--- src/rtl/rx_cpl_coalescer.sv ---
module rx_cpl_coalescer #(
  parameter int ADDR_W   = 32,
  parameter int PTR_W    = 16,
  parameter int IDLE_W   = 16,
  parameter int MAX_RECS = 8,
  localparam int LINE_W  = 512,
  localparam int LEN_W   = $clog2(MAX_RECS * 64 + 1)
) (
  input  logic              clk,
  input  logic              rst_n,
  input  logic [1:0]        cfg_mps,
  input  logic [ADDR_W-1:0] cfg_ring_base,
  input  logic [PTR_W-1:0]  cfg_ring_entries,
  input  logic [IDLE_W-1:0] cfg_idle_limit,
  input  logic              flush,
  input  logic              in_valid,
  output logic              in_ready,
  input  logic [15:0]       in_flags,
  input  logic [15:0]       in_buf_id,
  input  logic [7:0]        in_gso_type,
  input  logic [15:0]       in_gso_hdr_len,
  input  logic [15:0]       in_gso_size,
  input  logic [15:0]       in_csum_start,
  input  logic [15:0]       in_csum_off,
  input  logic [63:0]       in_tstamp,
  input  logic              wr_ready,
  output logic              wr_valid,
  output logic [ADDR_W-1:0] wr_addr,
  output logic [LEN_W-1:0]  wr_bytes,
  output logic [LINE_W-1:0] wr_data,
  output logic              wr_last
);
  localparam int FIELD_W = 208;
  localparam int CNT_W   = $clog2(MAX_RECS + 1);
  localparam int IDX_W   = (MAX_RECS > 1) ? $clog2(MAX_RECS) : 1;

  logic               emitting;
  logic [CNT_W-1:0]   cnt;
  logic [CNT_W-1:0]   lim;
  logic [IDX_W-1:0]   beat;
  logic [PTR_W-1:0]   wr_ptr, batch_start;
  logic               at_end;
  logic [IDLE_W-1:0]  idle_cnt;
  logic [FIELD_W-1:0] slot [MAX_RECS];
  logic [FIELD_W-1:0] rec;
  logic               timed_out, close, accept, beat_last;

  always_comb begin
    int raw;
    raw = (cfg_mps == 2'd0) ? 2 : (cfg_mps == 2'd1) ? 4 : 8;
    if (raw > MAX_RECS) raw = MAX_RECS;
    lim = CNT_W'(raw);
  end

  assign rec = {in_tstamp, 16'h0, in_csum_off, in_csum_start, in_gso_size,
                in_gso_hdr_len, 24'h0, in_gso_type, in_buf_id, in_flags};

  assign timed_out = (cfg_idle_limit != '0) && (idle_cnt >= cfg_idle_limit);
  assign close     = !emitting && (cnt != '0) &&
                     ((cnt >= lim) || at_end || flush || timed_out);
  assign in_ready  = !emitting && !close;
  assign accept    = in_valid && in_ready;
  assign beat_last = (CNT_W'(beat) + CNT_W'(1)) == cnt;

  always_ff @(posedge clk) begin
    if (!rst_n) begin
      emitting    <= 1'b0;
      cnt         <= '0;
      beat        <= '0;
      wr_ptr      <= '0;
      batch_start <= '0;
      at_end      <= 1'b0;
      idle_cnt    <= '0;
    end else if (emitting) begin
      if (wr_ready) begin
        if (beat_last) begin
          emitting    <= 1'b0;
          cnt         <= '0;
          beat        <= '0;
          batch_start <= wr_ptr;
          at_end      <= 1'b0;
          idle_cnt    <= '0;
        end else begin
          beat <= beat + IDX_W'(1);
        end
      end
    end else begin
      if (close) begin
        emitting <= 1'b1;
        beat     <= '0;
      end
      if (accept) begin
        cnt      <= cnt + CNT_W'(1);
        at_end   <= (wr_ptr >= cfg_ring_entries - PTR_W'(1));
        wr_ptr   <= (wr_ptr >= cfg_ring_entries - PTR_W'(1)) ? '0 : wr_ptr + PTR_W'(1);
        idle_cnt <= '0;
      end else if (cnt != '0 && !(&idle_cnt)) begin
        idle_cnt <= idle_cnt + IDLE_W'(1);
      end
    end
  end

  always_ff @(posedge clk) begin
    if (accept) slot[cnt[IDX_W-1:0]] <= rec;
  end

  assign wr_valid = emitting;
  assign wr_addr  = cfg_ring_base + (ADDR_W'(batch_start) << 6);
  assign wr_bytes = LEN_W'(cnt) << 6;
  assign wr_data  = LINE_W'(slot[beat]);
  assign wr_last  = emitting && beat_last;
endmodule


--- config.mk ---
export PLATFORM = sky130hd
export DESIGN_NAME = rx_cpl_coalescer
export DESIGN_NICKNAME = d
export VERILOG_FILES = /design/src/rtl/rx_cpl_coalescer.sv
export SDC_FILE = /design/constraint.sdc
export NUM_CORES = 1
export LEC_CHECK = 0
export ABC_AREA = 0
export BUFFER_PORTS_ARGS = -buffer_cell sky130_fd_sc_hd__buf_4
export CAP_MARGIN = 20
export CORE_MARGIN = 2
export CORE_UTILIZATION = 54
export CTS_BUF_LIST = sky130_fd_sc_hd__clkbuf_8
export DETAILED_ROUTE_END_ITERATION = 16
export PLACE_DENSITY_LB_ADDON = 0.12
export SLEW_MARGIN = 20
export SYNTH_ARGS = -nofsm -noshare
export SYNTH_HDL_FRONTEND = slang
export SYNTH_SLANG_ARGS = --single-unit
--- constraint.sdc ---
create_clock -name clk -period 22.9 [get_ports clk]
set_clock_uncertainty 0.2 [all_clocks]
set_input_delay 4.58 -clock clk [delete_from_list [all_inputs] [get_ports clk]]
set_output_delay 4.58 -clock clk [all_outputs]
set_load 0.005 [all_outputs]
Yosys cells after proc, flatten, opt, wreduce, memory -nomap -nowiden --
Memory sizes are Yosys's and may differ from the RTL's. A register that Yosys moved wholly into a read port is not among the register bits. Index checks and enable logic that the tools add are counted.
Word-level totals: input bits 239, memories 1, RAM bits 1344, register bits 57, word-level logic and storage cells 78
Memory list:
- slot | words 8, bits a word 168, rd ports 1, clocked after memory_dff 1, write ports 1, RTL line 44 | logic [FIELD_W-1:0] slot [MAX_RECS];
Operators by class: order comparisons 4, reductions and logical operators 25, muxes and demuxes 29, eq/ne operators 4, add/sub/neg operators 7, bitwise operators 1
Operator list (number):
- $mux W16 | 6
- $add A16 B1 Y16 const B | 2
- $add A32 B22 Y32 | 1
- $ge A16 B16 Y1 | 2
- $mux W4 | 7
- $mux W3 | 6
- $reduce_and A16 Y1 | 1
- $reduce_bool A16 Y1 | 1
- $sub A16 B1 Y16 const B | 1
- $mux W1 | 10
- $reduce_and A3 Y1 | 3
- $logic_and A1 B1 Y1 | 7
- $add A3 B1 Y4 const B | 1
- $add A4 B1 Y4 const B | 1
- $eq A4 B4 Y1 | 1
- $ge A4 B4 Y1 | 1
- $gt A4 B4 Y1 const B | 1
- $reduce_and A2 Y1 | 2
- $reduce_bool A2 Y1 | 2
- $reduce_bool A4 Y1 | 1
- $add A3 B1 Y3 const B | 1
- $logic_not A1 Y1 | 3
- $logic_or A1 B1 Y1 | 3
- $reduce_bool A3 Y1 | 1
- other kinds (5) | 5

Depth between registers and ports, before layout --
Gate-level depths: netlist of run 1.
word-level depth 15, gate-level depth with buffers 15, depth with buffers taken out 15

Least setup slack after synthesis of run 1 --
OpenSTA, ideal clock, no wires.
path type in2reg, from input port cfg_mps[1], to memory slot[1][0] (netlist name) (enable), cell stages on the path 10, slack -0.284 ns, arrival 21.876 ns, required time 21.592 ns, cell sequence inv_1 -> nand2_1 -> ha_1 -> o21ai_0 -> a31oi_4 -> nor3_2 -> o211ai_2 -> a21oi_1 -> nand2_1 -> nor4_1
Between the ends: longest elaborated chain between the ends 15
Ends and longest elaborated chain:
- from (decl) | RTL line 11 | input logic [1:0] cfg_mps,
- $eq A2 B1 Y1 | RTL line 50 | raw = (cfg_mps == 2'd0) ? 2 : (cfg_mps == 2'd1) ? 4 : 8;
- $mux W4 | RTL line 50
- $mux W4 * | RTL line 50
- $gt A4 B4 Y1 | RTL line 51 | if (raw > MAX_RECS) raw = MAX_RECS;
- $mux W4 * | RTL line 51
- $ge A4 B4 Y1 * | RTL line 60 | ((cnt >= lim) || at_end || flush || timed_out);
- $logic_or A1 B1 Y1 * (3 in a row) | RTL line 60
- $logic_and A1 B1 Y1 * | RTL line 59 | assign close = !emitting && (cnt != '0) &&
- $logic_not A1 Y1 * | RTL line 61 | assign in_ready = !emitting && !close;
- $logic_and A1 B1 Y1 * | RTL line 61
- via in_ready | RTL line 17 | output logic in_ready,
- $logic_and A1 B1 Y1 * | RTL line 62 | assign accept = in_valid && in_ready;
- $mux W1 * | RTL line 104 | if (accept) slot[cnt[IDX_W-1:0]] <= rec;
- $mux W1 (implied by the code) * | RTL line 104
- to (decl) | RTL line 44
Mark *: on every way through the listed nets, which the timed path passes. The rest lies on a longest branch.

Worst setup path in the final report of run 1 --
from input port cfg_ring_base[6], to output port wr_addr[22]
Between the ends: longest elaborated chain between the ends 1
Ends and longest elaborated chain:
- from (decl) | RTL line 12 | input logic [ADDR_W-1:0] cfg_ring_base,
- $add A32 B22 Y32 | RTL line 108 | assign wr_addr = cfg_ring_base + (ADDR_W'(batch_start) << 6);
- to (decl) | RTL line 28 | output logic [ADDR_W-1:0] wr_addr,
Every way passes these cells.

==> flow_metrics.tcl, run 1 <==
set metrics [dict create \
    run_status "complete, no violations" \
    total_overflow_reported_by_the_global_router 0 \
    grt_start_max_net_pins 143 \
    ys_ff_latch 1404 \
    placement.cell_area_sq_mm 0.0616 \
    hold_buffers 0 \
    nFillCells 7660 \
    yosys_most_used_dff "sky130_fd_sc_hd__edfxtp_1" \
    slew_viol_final 0 \
    final_instance_count_excl_fillers 5086 \
    powerDensity_mw_per_mm2 81.3 \
    drt_iter0_markers 1726 \
    tritoncts "done" \
    path_clk_slew_ns 0.06 \
    worstPathCellList "buf_4 > ha_1 > inv_1 > fa_1 > nor2b_1 > o31ai_1 > a311oi_2 > a21oi_1 > o31ai_1 > a21oi_1 > xnor2_1 > buf_4" \
    worstHoldPathCells 2 \
    cts.root.buffer_cell "sky130_fd_sc_hd__clkbuf_8" \
    critical_path_arrival_ns 7.05 \
    worst_slew_margin_rel 0.0756 \
    cts-buffers-inserted 218 \
    routed_wl_um 127000 \
    worstHoldStart "beat[1]" \
    route.top_layer_used "met5" \
    die-area_sq_mm 0.110 \
    cts.htree.levels 4 \
    synth_async_sr_flop_share 0 \
    dr_wl_cell_um 24.9 \
    cts_repair_resize_count 0 \
    final.period_utilization 0.516 \
    post-route-drc-count 0 \
    timing_hold_violations_final 0 \
    nets 3795 \
    critical-path-slowest-cell "sky130_fd_sc_hd__fa_1" \
    vias 28300 \
    power_switching_uw 1230 \
    seq_area_frac_synth 0.715 \
    timing_worst_slew_pin_value_ns 1.39 \
    fp.dieW_um 332 \
    switching_share 0.230 \
    setup_total_negative_slack_ns 0 \
    detail_route.first_pass.iterations 7 \
    synthDominantCellAreaShare 0.694 \
    buffer_ports.inserted 433 \
    final_antenna_net_count 0 \
    vdd_drop_max_v 0.0000581 \
    global_route_wire_length_before_repair_um 186000 \
    power.combinational.fraction 0.098 \
    start_util 0.544 \
    detail_route.vias_per_cell 5.56 \
    rsz0062_at_grt "false" \
    placement_rows 120 \
    rr_startpoint "cnt[2]" \
    critical-path-max-stage-delay_ns 0.41 \
    worst_hold_path_type "flip-flop to flip-flop" \
    synth.top_cells.by_area "sky130_fd_sc_hd__edfxtp_1 69%, sky130_fd_sc_hd__mux4_2 13%, sky130_fd_sc_hd__buf_4 4.6%, sky130_fd_sc_hd__mux2_2 3.3%, sky130_fd_sc_hd__dfxtp_1 2.1%" \
    area_growth_pct 12.8 \
    antenna_violations_before_repair 31 \
    die-height_um 332 \
    ctsLongestPathBuffers 3 \
    worst-r2r-setup-slack_ns 16.98 \
    synthCells 2935 \
    io_pins 796 \
    drive_above_1_share 0.348 \
    post-route-cell-area_sq_mm 0.0656 \
    first_global_vias 29600 \
    critical_path.endpoint_type "output pin" \
    max-cap-violations 0 \
    layout.area.seq_sq_mm 0.0416 \
    clkPwrFrac 0.351 \
    timing.final.setup_violations 0 \
    yosysTopAreaCell "sky130_fd_sc_hd__edfxtp_1" \
    fmaxAchievable_mhz 84.6 \
    reg2reg_to "slot[2][75]" \
    post_syn_area_sq_mm 0.0581 \
    post-place-cells 4679 \
    yosysWarnings 0 \
    area_of_the_placeable_core_sq_mm 0.107 \
    detailroute.wirelength.met3_um 9730 \
    met2_wirelength_um 64100 \
    synth-edff-count 1344 \
    cp_data_required_time_ns 18.12 \
    gp_routability_congestion 0.809 \
    leakage_uw 0.0223 \
    groute.usage.overall 0.230 \
    worst_skew_pair.late_latency_ns 0.86 \
    route.layer.met1.wl_um 48700 \
    critical_path_peak_fanout 4 \
    r2r.worst_path.cells 11 \
    place.detailed.hpwl_um 72300 \
    p_int_uw 4110 \
    min_period_ns 11.83 \
    post_synth.cell_area_avg_sq_um 19.8 \
    multiInputGateArea_sq_mm 0.0145 \
    cts_sinks 1404 \
    relative_contribution_of_sequential_cells_to_total_power 0.551 \
    synth_cell_types 78 \
    post-cts-setup-buffer-count 0 \
    worst-setup-path-type "input port to output pin" \
    cp-start-kind "input port" \
]
[placed cells by master (no fill, tap or decap), types with 11 or more instances in the layout]
master / count
sky130_fd_sc_hd__and3_1: 11
sky130_fd_sc_hd__clkinv_2: 31
sky130_fd_sc_hd__buf_4: 453
sky130_fd_sc_hd__nand3_1: 11
sky130_fd_sc_hd__o21ai_1: 15
sky130_fd_sc_hd__nor2_1: 60
sky130_fd_sc_hd__inv_1: 107
sky130_fd_sc_hd__mux2_2: 168
sky130_fd_sc_hd__clkbuf_8: 222
sky130_fd_sc_hd__nor2b_1: 11
sky130_fd_sc_hd__diode_2: 15
sky130_fd_sc_hd__conb_1: 350
sky130_fd_sc_hd__nand2_1: 55
sky130_fd_sc_hd__edfxtp_1: 1344
sky130_fd_sc_hd__mux2i_1: 18
sky130_fd_sc_hd__nor4_1: 15
sky130_fd_sc_hd__nor3_1: 16
sky130_fd_sc_hd__mux4_2: 336
sky130_fd_sc_hd__ha_1: 57
sky130_fd_sc_hd__clkinv_1: 52
sky130_fd_sc_hd__a21o_1: 13
sky130_fd_sc_hd__dfxtp_1: 57
sky130_fd_sc_hd__a21oi_1: 30
sky130_fd_sc_hd__xnor2_1: 33
sky130_fd_sc_hd__nor3b_1: 11
sky130_fd_sc_hd__o21ai_0: 27
[flip-flops by register name (all words and copies together), names as in the netlist, named ones only]
register / count
slot: 1344
batch_start: 16
idle_cnt: 16
wr_ptr: 16
cnt: 4
beat: 3
at_end: 1
wr_valid: 1
[worst max-delay path: cells and delay by family]
family / cells / cell delay [ns]
buffers and inverters: 3 / 0.32
AND/OR/NAND/NOR: 1 / 0.19
adder cells (fa/ha/maj): 2 / 0.59
XOR/XNOR: 1 / 0.30
AO/OA/AOI/OAI: 5 / 1.06
[logic make-up (layout without fill, tap and decap cells)]
kind of cell	Yosys count	count (layout)	share of synthesized area
other cells	1	365	0.0000645
buf+inv	509	893	0.0581
compound gates	153	153	0.0190
simple gates	247	247	0.0229
fa+ha+maj	58	58	0.0126
flops	1404	1404	0.715
mux	522	522	0.166
xor+xnor	41	41	0.00631
[cell type report]
type / instances / area share
Antenna cell: 15 / 0.000572
Inverter: 39 / 0.00231
Clock inverter: 168 / 0.0129
Clock buffer: 222 / 0.0466
Multi-Input combinational cell: 1371 / 0.222
Timing Repair Buffer: 464 / 0.0553
Sequential cell: 1404 / 0.634
Tap cell: 1403 / 0.0268
[power groups by stage]
stage | registers [uW] | clock network, uW | logic (uW)
6_report | 2940 | 1870 | 524
5_1_grt | 2940 | 2040 | 568
4_1_cts | 2940 | 1930 | 530
3_5_place_dp | 2990 | 0 | 528
3_3_place_gp | 2990 | 0 | 519
2_1_floorplan | 3030 | 0 | 328
[layer usage]
metal / up-vias / track usage
met4: 30 / 0.101
met1: 14800 / 0.275
met5: - / 0
met3: 272 / 0.0755
met2: 927 / 0.382
li1: 12300 / -
[Yosys cell counts, types with 18 or more instances]
library cell / count
sky130_fd_sc_hd__nor4_1: 18
sky130_fd_sc_hd__mux2i_1: 18
sky130_fd_sc_hd__mux4_2: 336
sky130_fd_sc_hd__nor2_1: 60
sky130_fd_sc_hd__nand2_1: 55
sky130_fd_sc_hd__buf_4: 359
sky130_fd_sc_hd__dfxtp_1: 60
sky130_fd_sc_hd__o21ai_0: 28
sky130_fd_sc_hd__buf_2: 44
sky130_fd_sc_hd__xnor2_1: 33
sky130_fd_sc_hd__mux2_2: 168
sky130_fd_sc_hd__nor3_1: 20
sky130_fd_sc_hd__inv_1: 39
sky130_fd_sc_hd__a21oi_1: 30
sky130_fd_sc_hd__ha_1: 57
sky130_fd_sc_hd__clkbuf_1: 56
sky130_fd_sc_hd__edfxtp_1: 1344
[metrics by stage]
| step | util | hold slack (ns) | setup WS, ns | total power [uW] |
|---|---|---|---|---|
| floorplan | - | 0.265 | -0.284 | 3360 |
| global placement | 0.576 | 0.300 | 11.15 | 3510 |
| detailed placement | 0.576 | 0.307 | 11.09 | 3520 |
| CTS | 0.613 | 0.316 | 11.07 | 5400 |
| global route | 0.613 | 0.333 | 10.81 | 5550 |
| finish | 0.613 | 0.314 | 11.07 | 5330 |
[how the worst max path moves through the flow]
stage | from | endpoint | slack (ns)
3_3_place_gp | cfg_ring_base[6] | wr_addr[22] | 11.15
5_1_grt | cfg_ring_base[6] | wr_addr[22] | 10.81
6_report | cfg_ring_base[6] | wr_addr[22] | 11.07
2_1_floorplan | cfg_mps[1] | slot[1][0] | -0.28
3_5_place_dp | cfg_ring_base[6] | wr_addr[22] | 11.09
4_1_cts | cfg_ring_base[6] | wr_addr[22] | 11.07
(Power assumes the default switching activity.)
==> run 2, diff against run 1 <==
==> constraint.sdc (replaced) <==
create_clock -name clk -period 10.55 [get_ports clk]
set_clock_uncertainty 0.2 [all_clocks]
set_input_delay 2.11 -clock clk [delete_from_list [all_inputs] [get_ports clk]]
set_output_delay 2.11 -clock clk [all_outputs]
set_load 0.005 [all_outputs]
==> run 2 against run 1 <==
Cell area fell by 0.15%. Worst hold slack worse by 0.00081 ns. Die area is the same. Register-to-register slack worse by 12 ns. Wire length is 0.37% lower. Global-route usage is 0.18 points lower. Power is 120% higher. First-iteration DRC count up 13%. Critical path type unchanged. Critical endpoint is now wr_addr[23].
==> flow_metrics.tcl, run 2 (synthesized netlist as in run 1, its figures left out) <==
set metrics [dict create \
    worst-r2r-setup-slack_ns 5.22 \
    worstPathCellList "buf_4 > ha_1 > a2111oi_0 > nor3_1 > nand2_1 > a211oi_2 > a41o_1 > o21ai_0 > xnor2_1 > buf_4" \
    nets 3784 \
    max-cap-violations 0 \
    detail_route.vias_per_cell 5.53 \
    worst_skew_pair.late_latency_ns 0.86 \
    worstHoldPathCells 2 \
    timing_worst_slew_pin_value_ns 1.12 \
    antenna_violations_before_repair 16 \
    layout.cells.most_common "sky130_fd_sc_hd__edfxtp_1" \
    area_growth_pct 12.7 \
    placement_rows 120 \
    timing.final.setup_violations 0 \
    worst_slew_margin_rel 0.256 \
    leakage_uw 0.0221 \
    min_period_ns 6.97 \
    buffer_ports.inserted 433 \
    place.detailed.hpwl_um 72400 \
    final_antenna_net_count 0 \
    critPathMostFrequentCell "sky130_fd_sc_hd__buf_4" \
    final_instance_count_excl_fillers 5069 \
    powerDensity_mw_per_mm2 176 \
    drt_iter0_markers 1946 \
    dr_wl_cell_um 24.9 \
    vdd_drop_max_v 0.000164 \
    rsz0062_at_grt "false" \
    cp_data_required_time_ns 8.24 \
    ctsLongestPathBuffers 3 \
    worst_hold_path_type "flip-flop to flip-flop" \
    cp-start-kind "input port" \
    fmaxAchievable_mhz 143 \
    area_of_the_placeable_core_sq_mm 0.107 \
    post-cts-setup-buffer-count 0 \
    gp_routability_congestion 0.888 \
    routed_wl_um 126000 \
    timing_hold_violations_final 0 \
    critical-path-slowest-cell "sky130_fd_sc_hd__o21ai_0" \
    final.period_utilization 0.661 \
    grt_start_max_net_pins 126 \
    critical_path.endpoint_type "output pin" \
    run_status "complete, no violations" \
    cts-buffers-inserted 213 \
    largest_reg_flops 1344 \
    path_clk_slew_ns 0.05 \
    slew_viol_final 0 \
    cts.root.buffer_cell "sky130_fd_sc_hd__clkbuf_8" \
    groute.usage.overall 0.228 \
    drive_above_1_share 0.344 \
    r2r.worst_path.cells 11 \
    critical_path_arrival_ns 4.66 \
    nFillCells 7665 \
    cts.htree.levels 4 \
    first_global_vias 29100 \
    placement.cell_area_sq_mm 0.0616 \
    post-place-cells 4675 \
    vias 28000 \
    tritoncts "done" \
    fp.dieW_um 332 \
    layout_common_cells "1344 x sky130_fd_sc_hd__edfxtp_1, 447 x sky130_fd_sc_hd__buf_4, 350 x sky130_fd_sc_hd__conb_1, 336 x sky130_fd_sc_hd__mux4_2, 219 x sky130_fd_sc_hd__clkbuf_8" \
    hold_buffers 0 \
    fin_hold_ws_ns 0.313 \
    detail_route.first_pass.iterations 8 \
    post-route-cell-area_sq_mm 0.0655 \
    io_pins 796 \
    die-area_sq_mm 0.110 \
    start_util 0.544 \
    global_route_wire_length_before_repair_um 186000 \
    worst-setup-path-type "input port to output pin" \
    total_overflow_reported_by_the_global_router 0 \
    post-route-drc-count 0 \
    die-height_um 332 \
    critical_path_peak_fanout 6 \
    critical-path-max-stage-delay_ns 0.53 \
    cts_sinks 1404 \
    cts_repair_resize_count 0 \
]
run 2: report_power, final:
part           switching [uW]  leakage [uW]  internal, uW  total (uW)
registers                64.7        0.0127          6320        6380
clock network            1980       0.00217          2010        4000
logic                     590       0.00729           546        1140
total                    2640        0.0221          8880       11500
run 2: final timing paths:
path | start | endpoint
setup / recovery | cfg_ring_base[12] | wr_addr[23]
hold reg to reg | batch_start[13] | batch_start[13]
setup reg to reg | cnt[1] | slot[1][120]
hold / removal | batch_start[13] | batch_start[13]
run 2: cell type report:
type / count / area [sq um] / share of cell area
Antenna cell: 8 / 20.0 / 0.000306
Clock buffer: 219 / 3010 / 0.0460
Clock inverter: 167 / 807 / 0.0123
Inverter: 39 / 154 / 0.00235
Multi-Input combinational cell: 1371 / 14600 / 0.223
Sequential cell: 1404 / 41600 / 0.635
Tap cell: 1403 / 1760 / 0.0268
Timing Repair Buffer: 458 / 3580 / 0.0546
run 2: per-layer routing:
layer | GRT usage | up-vias | part of all wire
met5 | 0 | - | 0.0010
met4 | 0.0680 | 20 | 0.023
met3 | 0.0704 | 194 | 0.077
met2 | 0.384 | 942 | 0.51
met1 | 0.285 | 14600 | 0.39
li1 | - | 12300 | -
run 2: critical path: cells and delay by family:
| family | cells | cell delay (ns) |
|---|---|---|
| XOR/XNOR | 1 | 0.19 |
| adder cells (fa/ha/maj) | 1 | 0.38 |
| AO/OA/AOI/OAI | 4 | 1.48 |
| buffers and inverters | 2 | 0.25 |
| AND/OR/NAND/NOR | 2 | 0.25 |
run 2: through the flow:
step                      TNS [ns]  power [uW]   util  setup WS (ns)
after global placement           0        7620  0.577           3.65
after global routing             0       12000  0.612           3.36
after detailed placement         0        7650  0.577           3.67
after CTS                        0       11700  0.612           3.64
final                            0       11500  0.613           3.58
after floorplan           -1618.97        7240      -          -3.08
